## config.mk

```make
export PLATFORM = sky130hd
export DESIGN_NAME = fft_addr_seq
export DESIGN_NICKNAME = d
export VERILOG_FILES = /design/src/rtl/fft_addr_seq.sv
export SDC_FILE = /design/constraint.sdc
export NUM_CORES = 1
export LEC_CHECK = 0
export BUFFER_PORTS_ARGS = -buffer_cell sky130_fd_sc_hd__buf_4
export CORE_MARGIN = 2
export CORE_UTILIZATION = 40
export DETAILED_ROUTE_END_ITERATION = 8
export HOLD_SLACK_MARGIN = 0.12
export PLACE_DENSITY = 0.74
export SLEW_MARGIN = 0
export SYNTH_ARGS = -nofsm -noshare
export SYNTH_HDL_FRONTEND = slang
export SYNTH_SLANG_ARGS = --single-unit
export TNS_END_PERCENT = 20
```

## constraint.sdc

```tcl
create_clock -name clk -period 1.9 [get_ports clk]
set_input_delay 0.38 -clock clk [delete_from_list [all_inputs] [get_ports clk]]
set_output_delay 0.38 -clock clk [all_outputs]
set_load 0.01 [all_outputs]
```

## src/rtl/fft_addr_seq.sv

```systemverilog
module fft_addr_seq #(
  parameter int N = 8
) (
  input  logic                 clk,
  input  logic                 rst_n,
  input  logic                 start,
  input  logic                 adv,
  output logic                 busy,
  output logic [$clog2(N)-1:0] rd_a,
  output logic [$clog2(N)-1:0] rd_b,
  output logic [$clog2(N)-1:0] wr_a,
  output logic [$clog2(N)-1:0] wr_b,
  output logic [$clog2(N)-1:0] tw,
  output logic [$clog2(N)-1:0] stage,
  output logic                 last_bfly,
  output logic                 done
);
  localparam int LG = $clog2(N);
  localparam logic [LG-1:0] HALF = LG'(N / 2);
  localparam logic [LG-1:0] LAST_STG = LG'(LG - 1);

  logic [LG-1:0] stg;
  logic [LG-2:0] j;
  logic [LG-1:0] jw, span, mask, k, kb;
  logic          fin_stg, last_j;

  assign jw      = {1'b0, j};
  assign span    = HALF >> stg;
  assign mask    = span - 1'b1;
  assign k       = ((jw & ~mask) << 1) | (jw & mask);
  assign kb      = k | span;
  assign fin_stg = (stg == LAST_STG);
  assign last_j  = &j;

  assign rd_a      = k;
  assign rd_b      = kb;
  assign tw        = (jw & mask) << stg;
  assign stage     = stg;
  assign last_bfly = busy && fin_stg && last_j;

  always_comb begin
    wr_a = k;
    wr_b = kb;
    if (fin_stg) begin
      for (int i = 0; i < LG; i++) begin
        wr_a[i] = k[LG-1-i];
        wr_b[i] = kb[LG-1-i];
      end
    end
  end

  always_ff @(posedge clk or negedge rst_n) begin
    if (!rst_n) begin
      busy <= 1'b0;
      done <= 1'b0;
      stg  <= '0;
      j    <= '0;
    end else begin
      done <= 1'b0;
      if (!busy) begin
        if (start) begin
          busy <= 1'b1;
          stg  <= '0;
          j    <= '0;
        end
      end else if (adv) begin
        j <= j + 1'b1;
        if (last_j) begin
          if (fin_stg) begin
            busy <= 1'b0;
            done <= 1'b1;
          end else begin
            stg <= stg + 1'b1;
          end
        end
      end
    end
  end
endmodule

```

# --- Yosys cells after proc, flatten, opt, wreduce, memory -nomap -nowiden ---
# Index checks and enable logic that the tools add are counted.
totals:
  register_bits: 7
  latchBits: 0
  ram_bits: 0
  romBits: 0
  memories: 0
classes:
  n_addsub: 3
  mul: 0
  div_mod_pow: 0
  magnitude_cmp: 0
  n_eq_ne: 4
  shift: 2
  muxes: 19
  n_bitwise: 5
  reduce_logical: 6
ops:
  columns: ["operator", "count"]
  rows:
  - ["3-bit two-way mux", 7]
  - ["1-bit two-way mux", 9]
  - ["2-bit two-way mux", 3]
  - ["3-bit OR", 2]
  - ["2-bit inequality test, second input constant", 2]
  - ["2-bit AND reduction", 2]
  - ["4-bit AND reduction", 1]
  - ["3-bit by 1-bit adder with 3-bit output, second input constant", 1]
  - ["2-bit by 3-bit AND with 3-bit output", 1]
  - ["3-bit by 2-bit equality test with 1-bit output, second input constant", 1]
  - ["3-bit by 3-bit left shift with 3-bit output", 1]
  - ["3-bit by 3-bit >> shifter with 3-bit output, first input constant", 1]
  - ["3-bit by 1-bit subtractor with 3-bit output, second input constant", 1]
  - ["2-bit by 1-bit adder with 2-bit output, second input constant", 1]
  - ["2-bit AND", 1]
  - ["1-bit logical AND", 2]
  - ["2-bit by 1-bit inequality test with 1-bit output, second input constant", 1]
  - ["2-bit NOT", 1]
  - ["2-bit nonzero test", 1]

# --- Longest topological paths before layout ---
# Gate-level depths: netlist (run 1).
logic_depth:
  ltp_word: 7
  ltp_mapped: 6

# --- Worst setup path before layout (run 1) ---
# No wires, ideal clock.
synth_timing:
  path_type: "register to output"
  startpoint: "register stg[0], in the netlist stage[0]"
  endpoint: "output tw[2]"
  t_arrival_ns: 1.639
  required_ns: 1.520
  setup_slack_ns: -0.119
  path_stages_with_launch: 7
  cell_sequence: "dfrtp_1 inv_1 ha_1 buf_6 xor2_1 or3_1 o2bb2ai_1"
synth_via:
  elab_chain_len: 4
synth_rtl:
  columns: ["element", "line", "source"]
  rows:
  - ["start: declaration", "22", "logic [LG-1:0] stg;"]
  - ["start signal: assignment", "73", "stg <= stg + 1'b1;"]
  - ["3-bit by 3-bit >> shifter with 3-bit output", "28", "assign span = HALF >> stg;"]
  - ["3-bit by 1-bit subtractor with 3-bit output", "29", "assign mask = span - 1'b1;"]
  - ["2-bit by 3-bit AND with 3-bit output", "37", "assign tw = (jw & mask) << stg;"]
  - ["3-bit by 3-bit left shift with 3-bit output *", "37", null]
  - ["end: declaration", "13", "output logic [$clog2(N)-1:0] tw,"]
# Mark *: on every way between the ends. The rest lies on a longest branch, timed or not.

# --- Final worst setup path (run 1) ---
layout_timing:
  startpoint: "register stg[1], in the netlist stage[1]"
  endpoint: "output tw[2]"
# The elaborated chain is that of the path after synthesis.

==> results.cfg, run 1 <==
[synthesis]
async_reset_ff_share_pct = 100
synth.area.top_cells = sky130_fd_sc_hd__dfrtp_1 31%, sky130_fd_sc_hd__ha_1 11%, sky130_fd_sc_hd__nor2_1 7.3%
synth_fp_nets = 78
syn-cell-area_sq_um = 568
postSynthRegisterBits = 7
synth.most_common_cell = sky130_fd_sc_hd__nor2_1
netlist_instances = 69
syn-mean-instance-area_sq_um = 8.23
synth.yosys.seq_area_share_pct = 30.8
synth_commonest_cells = 11 x sky130_fd_sc_hd__nor2_1, 8 x sky130_fd_sc_hd__nand2_1, 7 x sky130_fd_sc_hd__dfrtp_1
yosysWarnings = 0
count_of_flip_flops_with_a_built_in_enable_after_synthesis = 0
synth_cell_type_count = 29
dominantRegCellSynth = sky130_fd_sc_hd__dfrtp_1
synth_top_cell_by_area = sky130_fd_sc_hd__dfrtp_1
synth_top_area_share_pct = 30.8

[placed_design]
dpl.hpwl_um = 1100
detailed_place.area_sq_um = 796
portBuffers = 24
gp_routability_congestion = 0.784

[setup_path]
timing.reg2reg.worst_path_depth = 6
critical_path.startpoint_type = register
critPathMaxStageDelay_ns = 0.41
timing.critical_path.slowest_stage_cell = sky130_fd_sc_hd__dfrtp_2
ff_to_ff_setup_slack_ns = 0.35
worstPathMaxFanout = 4
worst-endpoint-required_ns = 1.52
crit_chain = inv_2 > ha_4 > xor2_2 > or3_4 > o2bb2ai_2 > buf_4
reg2reg_from = stage[0]
critPathTopFamily = flip-flops
critical_path.n_buffers_inverters = 2
worst-path-stages = 6
crit_arrival_ns = 1.72
critPathCaptureType = primary output
crit_type = register to primary output
rr_endpoint = stage[0]

[timing]
fin_setup_tns_ns = -1.06
max_freq_ghz = 0.477
timing.final.ws_setup_ns = -0.196
finalMaxSlewViolations = 0
post-route-min-period_ns = 2.10
timing.final.crit_share_pct = 110
final_clock_skew_ns = 0.00269
setup_repair_after_global_routing_missed_its_margin = true
setup_viol_count_final = 13
final-hold-violation-count = 0
timing.slew.headroom_pct = 75.8
max_slew.worst_pin.slew_ns = 0.363

[power_and_ir_drop]
total_leakage_power_nw = 0.458
power_density_mw_per_mm2 = 2150
vdd_drop_max_v = 0.00109

[drt]
post-route-drc-count = 0
metal3_wl_um = 81
wl_met1_um = 659
wl_um = 1610
iteration_count_of_the_initial_detailed_routing_pass = 4
top_layer = met4
detail_route.iter0.violations = 15
num_vias = 632
wl_per_cell_um = 13.5
vias_per_cell = 5.31
dr_wl_met2_um = 832
drtAntennaViolNets = 0

[die]
die_height_um = 41.7
dieArea_sq_mm = 0.00174
floorplan.rows = 13
initial_util_pct = 43.1
die_width_um = 41.7
io-pin-count = 25
coreArea_sq_mm = 0.00132

[global_route]
grt.overflow.total = 0
global_route_wire_length_before_repair_um = 2640
pin_count_of_the_biggest_net_entering_global_routing = 14
gr-usage-all-layers_pct = 20.4
number_of_antenna_violations_at_the_first_check_in_global_routing = 0
number_of_global_route_vias_before_repair = 593

[hold_path]
hold_end = j[0]
hold_path_class = input port to register
timing.hold.worst_path_depth = 2
timing.hold.worst.start = start

[cells_and_area]
final_cell_area_sq_um = 940
ant_diodes = 0
final_nets = 114
final_layout_size_suffix_gt1_share_pct = 55.8
syn_to_final_growth_pct = 65.4
filler_cell_count = 108

[clocking]
clk_transition_reported_paths_ns = 0.06
cts-buffers-inserted = 3
cts_buffer_depth = 2
cts_htree_levels = 1
ctsRootBufferMaster = sky130_fd_sc_hd__clkbuf_4
cts_tree = built
clock_latency_ns = 0.27
clock_sinks = 7

[status]
outcome = finished with violations
violations_in_the_final_reports = setup timing

[flow_run]
timing.max_cap.violations = 0
cells in the final DEF, fill, tap and decap left out, types with 2 or more instances in the layout:
cell | Yosys | final
sky130_fd_sc_hd__buf_4 | 2 | 34
sky130_fd_sc_hd__nor2_1 | 11 | 9
sky130_fd_sc_hd__nand2_1 | 8 | 7
sky130_fd_sc_hd__dfrtp_1 | 7 | 5
sky130_fd_sc_hd__inv_1 | 5 | 3
sky130_fd_sc_hd__clkbuf_4 | 0 | 3
sky130_fd_sc_hd__a21oi_1 | 2 | 2
sky130_fd_sc_hd__nand2b_1 | 2 | 2
sky130_fd_sc_hd__nor2_2 | 0 | 2
sky130_fd_sc_hd__inv_2 | 0 | 2
sky130_fd_sc_hd__o21ai_0 | 2 | 2
sky130_fd_sc_hd__a22o_1 | 2 | 2
sky130_fd_sc_hd__nand3_1 | 2 | 2
sky130_fd_sc_hd__o31ai_1 | 2 | 2
sky130_fd_sc_hd__mux2i_1 | 2 | 2
sky130_fd_sc_hd__ha_4 | 0 | 2
sky130_fd_sc_hd__ha_1 | 5 | 2
sky130_fd_sc_hd__dfrtp_2 | 0 | 2
cell families (layout without fill, tap and decap cells):
family | after synthesis | after routing | share of synthesized area [%]
adder cells (fa/ha/maj) | 5 | 5 | 11.0
AND/OR/NAND/NOR | 30 | 30 | 25.6
flip-flops | 7 | 7 | 30.8
XOR/XNOR | 2 | 2 | 3.08
AO/OA/AOI/OAI | 14 | 14 | 17.4
buffers and inverters | 9 | 44 | 8.59
multiplexers | 2 | 2 | 3.52
metrics by stage:
step                worst slack (ns)  std cells  total power, mW  hold WS (ns)  util (%)
floorplan                    -0.0289         69             1.07        0.0844         -
global placement              0.0455        110             1.59         0.198      60.4
detailed placement           0.00531        110             1.61         0.199      60.4
CTS                           -0.189        119             1.92         0.296      68.5
global route                  -0.260        119             2.19         0.300      71.3
finish                        -0.196        119             2.02         0.296      71.3
report_power, final:
group	internal, mW	switching, mW
Sequential	0.212	0.117
Clock	0.0812	0.0714
Combinational	0.824	0.713
state kept, by name (all words and copies together), names as in the netlist:
name / cells
stage: 3
j: 2
done: 1
busy: 1
per-layer routing:
metal | global-route usage, % | up-vias
li1 | - | 307
met1 | 23.7 | 296
met2 | 33.8 | 24
met3 | 3.91 | 5
met4 | 13.5 | 0
met5 | 0 | -
worst max path at each step:
stage             to     start
2_1_floorplan  tw[2]  stage[0]
5_1_grt        tw[1]  stage[0]
3_5_place_dp   tw[2]  stage[1]
6_report       tw[2]  stage[1]
3_3_place_gp   tw[2]  stage[0]
4_1_cts        tw[2]  stage[0]
what timing repair did:
action / 4_1_cts / 5_1_grt
endpoints found under the setup margin: 15 / 14
hold buffers: 1 / 0
hold endpoints to repair: 7 / 0
pin swaps: 2 / 7
buffers inserted: 4 / 0
gates resized for setup: 9 / 11
final cells by class:
| cell class | count | area (sq um) | area share [%] |
|---|---|---|---|
| multi-input combinational | 53 | 433 | 46.1 |
| timing repair buffer | 35 | 265 | 28.2 |
| sequential | 7 | 178 | 18.9 |
| clock buffer | 4 | 26.3 | 2.80 |
| inverter | 5 | 18.8 | 2.00 |
| tap | 15 | 18.8 | 2.00 |
No activity file was read; power rests on OpenSTA's default activity.
==> inputs of run 2 (changes only) <==
Settings changed: ABC_AREA from default to 1, CORE_UTILIZATION 40 to 41, PLACE_DENSITY 0.74 to 0.75.
==> run 2 against run 1 <==
Compared with the run above: the run still ends with setup timing left; hold slack improved by 0.079 ns; combinational power shrank 4%; final cell count increased by 9.2%; final area increased by 4.7%; global-route usage down 0.77 points; largest cell class unchanged; largest power group unchanged.
==> results.cfg, run 2 <==
[synthesis]
synth_fp_nets = 88
synth_top_cell_by_area = sky130_fd_sc_hd__dfrtp_1
synth_cell_type_count = 23
yosysWarnings = 0
netlist_instances = 79
largest_family_of_logic_cells_by_synthesized_area = simple AND/OR/NAND/NOR gates
synth_compound_gate_area_share_pct = 12.4
synth_commonest_cells = 15 x sky130_fd_sc_hd__nand2_1, 10 x sky130_fd_sc_hd__inv_1, 7 x sky130_fd_sc_hd__dfrtp_1, 7 x sky130_fd_sc_hd__nor2_1, 6 x sky130_fd_sc_hd__nand3_1
synth.area.top_cells = sky130_fd_sc_hd__dfrtp_1 29%, sky130_fd_sc_hd__ha_1 10%, sky130_fd_sc_hd__nand2_1 9.4%
synth_simple_gate_area_share_pct = 32.3
yosys.area_share.xor_xnor_pct = 1.47
syn-mean-instance-area_sq_um = 7.55
synth.mux.area_fraction_pct = 0
synth_top_area_share_pct = 29.4
synth.yosys.seq_area_share_pct = 29.4
async_reset_ff_share_pct = 100
synth.most_common_cell = sky130_fd_sc_hd__nand2_1
postSynthRegisterBits = 7
dominantRegCellSynth = sky130_fd_sc_hd__dfrtp_1
count_of_flip_flops_with_a_built_in_enable_after_synthesis = 0
synth_fa_ha_area_share_pct = 10.5
syn-cell-area_sq_um = 597

[drt]
top_layer = met3
wl_per_cell_um = 13.4
post-route-drc-count = 0
wl_um = 1750
iteration_count_of_the_initial_detailed_routing_pass = 4
vias_per_cell = 5.05
drtAntennaViolNets = 0
detail_route.iter0.violations = 13
wl_met1_um = 742
num_vias = 657
metal3_wl_um = 105
dr_wl_met2_um = 901

[cells_and_area]
ant_diodes = 0
filler_cell_count = 100
final_common_cell = sky130_fd_sc_hd__buf_4
final_nets = 125
final_layout_size_suffix_gt1_share_pct = 52.2
syn_to_final_growth_pct = 64.8
layout.core_utilization_pct = 73.7
largest_register_ff_count = 3
final_cell_mix = 30 x sky130_fd_sc_hd__buf_4, 14 x sky130_fd_sc_hd__nand2_1, 8 x sky130_fd_sc_hd__inv_1

[timing]
post-route-min-period_ns = 1.94
finalMaxSlewViolations = 0
setup_viol_count_final = 5
final-hold-violation-count = 0
setup_repair_after_global_routing_missed_its_margin = true
max_freq_ghz = 0.516
final_clock_skew_ns = 0.00166
worst_hold_slack_ns = 0.375
timing.slew.headroom_pct = 77.8
max_slew.worst_pin.slew_ns = 0.334
timing.final.crit_share_pct = 102
timing.final.ws_setup_ns = -0.0378

[hold_path]
timing.hold.worst_path_depth = 2
hold_path_class = input port to register

[power_and_ir_drop]
net-switching-power_mw = 0.894
pwr-share-comb_pct = 78.3
internal-power_mw = 0.993
power_density_mw_per_mm2 = 1920
total_power_mw = 1.89
vdd_drop_max_v = 0.00101
switching_share_pct = 47.4
clkPwrFrac_pct = 7.1
total_leakage_power_nw = 0.515
seq_power_share_pct = 14.6

[setup_path]
critical_path.startpoint_type = register
worstPathMaxFanout = 4
timing.reg2reg.worst_path_depth = 8
crit_arrival_ns = 1.56
critPathCaptureType = primary output
crit_type = register to primary output
worst-endpoint-required_ns = 1.52

[placed_design]
gp_routability_congestion = 0.845
portBuffers = 24
dpl.hpwl_um = 1140

[clocking]
cts-buffers-inserted = 3
clock_sinks = 7
clock_latency_ns = 0.25
cts_tree = built
ctsRootBufferMaster = sky130_fd_sc_hd__clkbuf_4
cts_htree_levels = 1
cts_buffer_depth = 2
clk_transition_reported_paths_ns = 0.05

[global_route]
pin_count_of_the_biggest_net_entering_global_routing = 8
number_of_antenna_violations_at_the_first_check_in_global_routing = 0
gr-usage-all-layers_pct = 19.7
number_of_global_route_vias_before_repair = 595
grt.overflow.total = 0
global_route_wire_length_before_repair_um = 2680

[die]
initial_util_pct = 44.7
floorplan.rows = 13
coreArea_sq_mm = 0.00133
dieArea_sq_mm = 0.00178
die_width_um = 42.2
die_height_um = 42.2
io-pin-count = 25

[flow_run]
timing.max_cap.violations = 0

[status]
outcome = finished with violations
violations_in_the_final_reports = setup timing
## run 2: path summary, 6_finish.rpt
check                      slack, ns     start       end
max in group asynchronous       1.29     rst_n  stage[0]
hold reg to reg                 0.57      busy      busy
min in group asynchronous       0.47     rst_n      done
setup / recovery               -0.04  stage[1]     tw[2]
setup reg to reg                0.42  stage[0]  stage[2]
hold / removal                  0.38       adv      done
## run 2: through the flow
stage | setup slack, ns | std cells | instance area [sq um] | TNS (ns)
global route | -0.128 | 130 | 983 | -0.857
detailed placement | 0.105 | 118 | 795 | 0
global placement | 0.153 | 118 | 795 | 0
finish | -0.0378 | 130 | 983 | -0.139
floorplan | 0.0287 | 79 | 599 | 0
CTS | -0.0168 | 129 | 937 | -0.0415
## run 2: cell families (layout without fill, tap and decap cells)
logic type / count (synthesis) / count (layout)
xor+xnor: 1 / 1
buf+inv: 17 / 53
compound gates: 12 / 12
simple gates: 37 / 37
fa+ha+maj: 5 / 5
flops: 7 / 7
## run 2: per-layer routing
layer,track usage (%),up-vias
met4,0,0
met3,7.76,0
met2,33.8,22
met1,24.9,309
met5,0,-
li1,-,326
## run 2: critical path, cell delays in order, from the launching register on
cell and delay (ns):
sky130_fd_sc_hd__dfrtp_2 0.44, sky130_fd_sc_hd__inv_2 0.10, sky130_fd_sc_hd__ha_4 0.18, sky130_fd_sc_hd__nand2_4 0.08, sky130_fd_sc_hd__nand2_4 0.10, sky130_fd_sc_hd__nand4_1 0.10, sky130_fd_sc_hd__a21oi_1 0.17, sky130_fd_sc_hd__buf_4 0.14
## run 2: repair_timing
item	in CTS	in global routing
hold buffers	1	0
setup buffers	6	1
endpoints found under the setup margin	9	11
gates resized for setup	15	7
endpoints found under the hold margin	7	0
pin swaps	3	6
## run 2: power groups by stage
stage,Combinational (mW),Sequential [mW],Clock [mW]
detailed placement,1.12,0.277,0
global route,1.58,0.283,0.150
finish,1.48,0.276,0.135
CTS,1.34,0.273,0.138
floorplan,0.681,0.267,0
global placement,1.11,0.272,0
## run 2: cell type report
type                            count  area, sq um  area share [%]
Tap cell                           15         18.8            1.91
Multi-Input combinational cell     55          420            42.7
Sequential cell                     7          178            18.1
Inverter                           14         60.1            6.11
Clock buffer                        4         26.3            2.67
Timing Repair Buffer               35          280            28.5
==> inputs of run 3 (changes only) <==
Settings changed: CORE_MARGIN 2 to 4.
==> run 3 against run 2 <==
Compared with the run above: the run still ends with setup timing left; die area up 20%; first-iteration DRC count down 15%; via count increased by 4.6%; final area grew 1.9%; fmax up 0.58%; critical path depth unchanged; routed wire length increased by 10%; register-to-register slack gained 0.20 ns.
==> results.cfg, run 3 (same netlist as run 2, synthesis figures left out) <==
[timing]
fin_setup_tns_ns = -0.0599
final_clock_skew_ns = 0.00546
post-route-min-period_ns = 1.93
timing.slew.headroom_pct = 80.0
finalMaxSlewViolations = 0
setup_viol_count_final = 5
max_freq_ghz = 0.519
setup_repair_after_global_routing_missed_its_margin = true
final-hold-violation-count = 0
timing.final.crit_share_pct = 101
max_slew.worst_pin.slew_ns = 0.300
timing.final.ws_setup_ns = -0.0267

[clocking]
cts_htree_levels = 1
ctsRootBufferMaster = sky130_fd_sc_hd__clkbuf_4
cts-buffers-inserted = 3
clock_sinks = 7
clk_transition_reported_paths_ns = 0.05
clock_latency_ns = 0.26
cts_buffer_depth = 2
cts_tree = built

[cells_and_area]
final_nets = 128
ant_diodes = 0
final_layout_size_suffix_gt1_share_pct = 53.4
syn_to_final_growth_pct = 67.9
final-seq-area_sq_um = 176
final_cell_area_sq_mm = 0.00100
instances_no_fill = 133
layout.core_utilization_pct = 75.1
multi_input_area_sq_um = 423
filler_cell_count = 96
final_cell_mix = 35 x sky130_fd_sc_hd__buf_4, 14 x sky130_fd_sc_hd__nand2_1, 7 x sky130_fd_sc_hd__inv_1, 7 x sky130_fd_sc_hd__nor2_1, 6 x sky130_fd_sc_hd__dfrtp_1
largest_register_ff_count = 3
final_common_cell = sky130_fd_sc_hd__buf_4

[setup_path]
critical_path.startpoint_type = register
timing.reg2reg.worst_path_depth = 7
crit_type = register to primary output
critical_path.n_buffers_inverters = 1
worstPathMaxFanout = 6
critPathMaxStageDelay_ns = 0.45
reg2reg_from = stage[1]
worst_path_most_repeated_cell = sky130_fd_sc_hd__nand2_1
critPathTopFamily = flip-flops
crit_chain = ha_4 > nand2_4 > nand3_1 > nand2_1 > nand2_1 > a21oi_2 > buf_4
worst-endpoint-required_ns = 1.52
rr_endpoint = stage[2]
critPathCaptureType = primary output
ff_to_ff_setup_slack_ns = 0.62
crit_arrival_ns = 1.55
timing.critical_path.slowest_stage_cell = sky130_fd_sc_hd__dfrtp_2

[drt]
iteration_count_of_the_initial_detailed_routing_pass = 4
num_vias = 687
wl_um = 1920
drtAntennaViolNets = 0
post-route-drc-count = 0
wl_per_cell_um = 14.5
vias_per_cell = 5.17
detail_route.iter0.violations = 11

[power_and_ir_drop]
pwr-share-comb_pct = 78.4
total_leakage_power_nw = 0.528
net-switching-power_mw = 0.915
switching_share_pct = 47.2
clkPwrFrac_pct = 7.3
seq_power_share_pct = 14.4
vdd_drop_max_v = 0.000975
internal-power_mw = 1.02
power_density_mw_per_mm2 = 1940

[hold_path]
timing.hold.worst_path_depth = 3
hold_end = busy
timing.hold.worst.start = start
hold_path_class = input port to register

[die]
floorplan.rows = 13
coreArea_sq_mm = 0.00133
io-pin-count = 25
die_width_um = 46.2
dieArea_sq_mm = 0.00213
die_height_um = 46.2
initial_util_pct = 44.7

[placed_design]
portBuffers = 24
dpl.hpwl_um = 1290
detailed_place.area_sq_um = 802
gp_routability_congestion = 0.785
preCtsSetupSlack_ns = 0.0837
place.detailed.instances = 119

[status]
outcome = finished with violations
violations_in_the_final_reports = setup timing

[global_route]
number_of_antenna_violations_at_the_first_check_in_global_routing = 0
global_route_wire_length_before_repair_um = 2930
gr-usage-all-layers_pct = 19.9
number_of_global_route_vias_before_repair = 684
pin_count_of_the_biggest_net_entering_global_routing = 8
grt.overflow.total = 0

[flow_run]
timing.max_cap.violations = 0
==> run 3: how the worst max path moves through the flow <==
stage,slack (ns),startpoint,end,depth (start not counted)
after detailed placement,0.08,stage[1],rd_b[1],9
after CTS,-0.03,stage[0],rd_b[1],10
final,-0.03,stage[1],tw[2],7
after global placement,0.15,stage[1],tw[1],7
after global routing,-0.12,stage[1],tw[2],7
after floorplan,0.03,stage[0],wr_b[1],10
==> run 3: per-layer routing <==
metal  global-route usage [%]  wire (um)  up-vias
li1                         -          -      337
met1                     19.9        766      326
met2                     35.4       1060       19
met3                     7.81         69        5
met4                     9.66         23        0
met5                        0          0        -
==> run 3: repair_timing <==
item,in CTS,in global routing
hold buffers,1,0
cloned,0,0
buffers inserted,6,3
hold endpoints to repair,7,0
pin swaps,5,4
setup endpoints to repair,8,11
gates resized for setup,15,6
==> run 3: final cells by class <==
type	count	share of cell area, %
multi-input combinational	55	42.2
tap	15	1.87
inverter	14	6.24
clock buffer	4	2.62
sequential	7	17.6
timing repair buffer	38	29.5
==> run 3: per-stage QoR <==
stage	power, mW	hold slack [ns]
global placement	1.40	0.198
finish	1.94	0.355
CTS	1.81	0.355
detailed placement	1.43	0.200
floorplan	0.949	0.0844
global route	2.09	0.352
==> run 3: worst register-to-register path, stage by stage, from the launching register on <==
cell and delay, ns:
sky130_fd_sc_hd__dfrtp_2 0.45, sky130_fd_sc_hd__ha_4 0.20, sky130_fd_sc_hd__nand2_4 0.12, sky130_fd_sc_hd__a21oi_1 0.10, sky130_fd_sc_hd__inv_2 0.09, sky130_fd_sc_hd__nand2_2 0.07, sky130_fd_sc_hd__nand2_1 0.08, sky130_fd_sc_hd__nand2_1 0.06
==> run 3: power groups by stage <==
stage          clock, mW  combinational (mW)  sequential, mW
3_3_place_gp           0                1.14           0.267
4_1_cts            0.143                1.39           0.273
5_1_grt            0.160                1.65           0.285
3_5_place_dp           0                1.16           0.268
6_report           0.141                1.52           0.279
2_1_floorplan          0               0.681           0.267
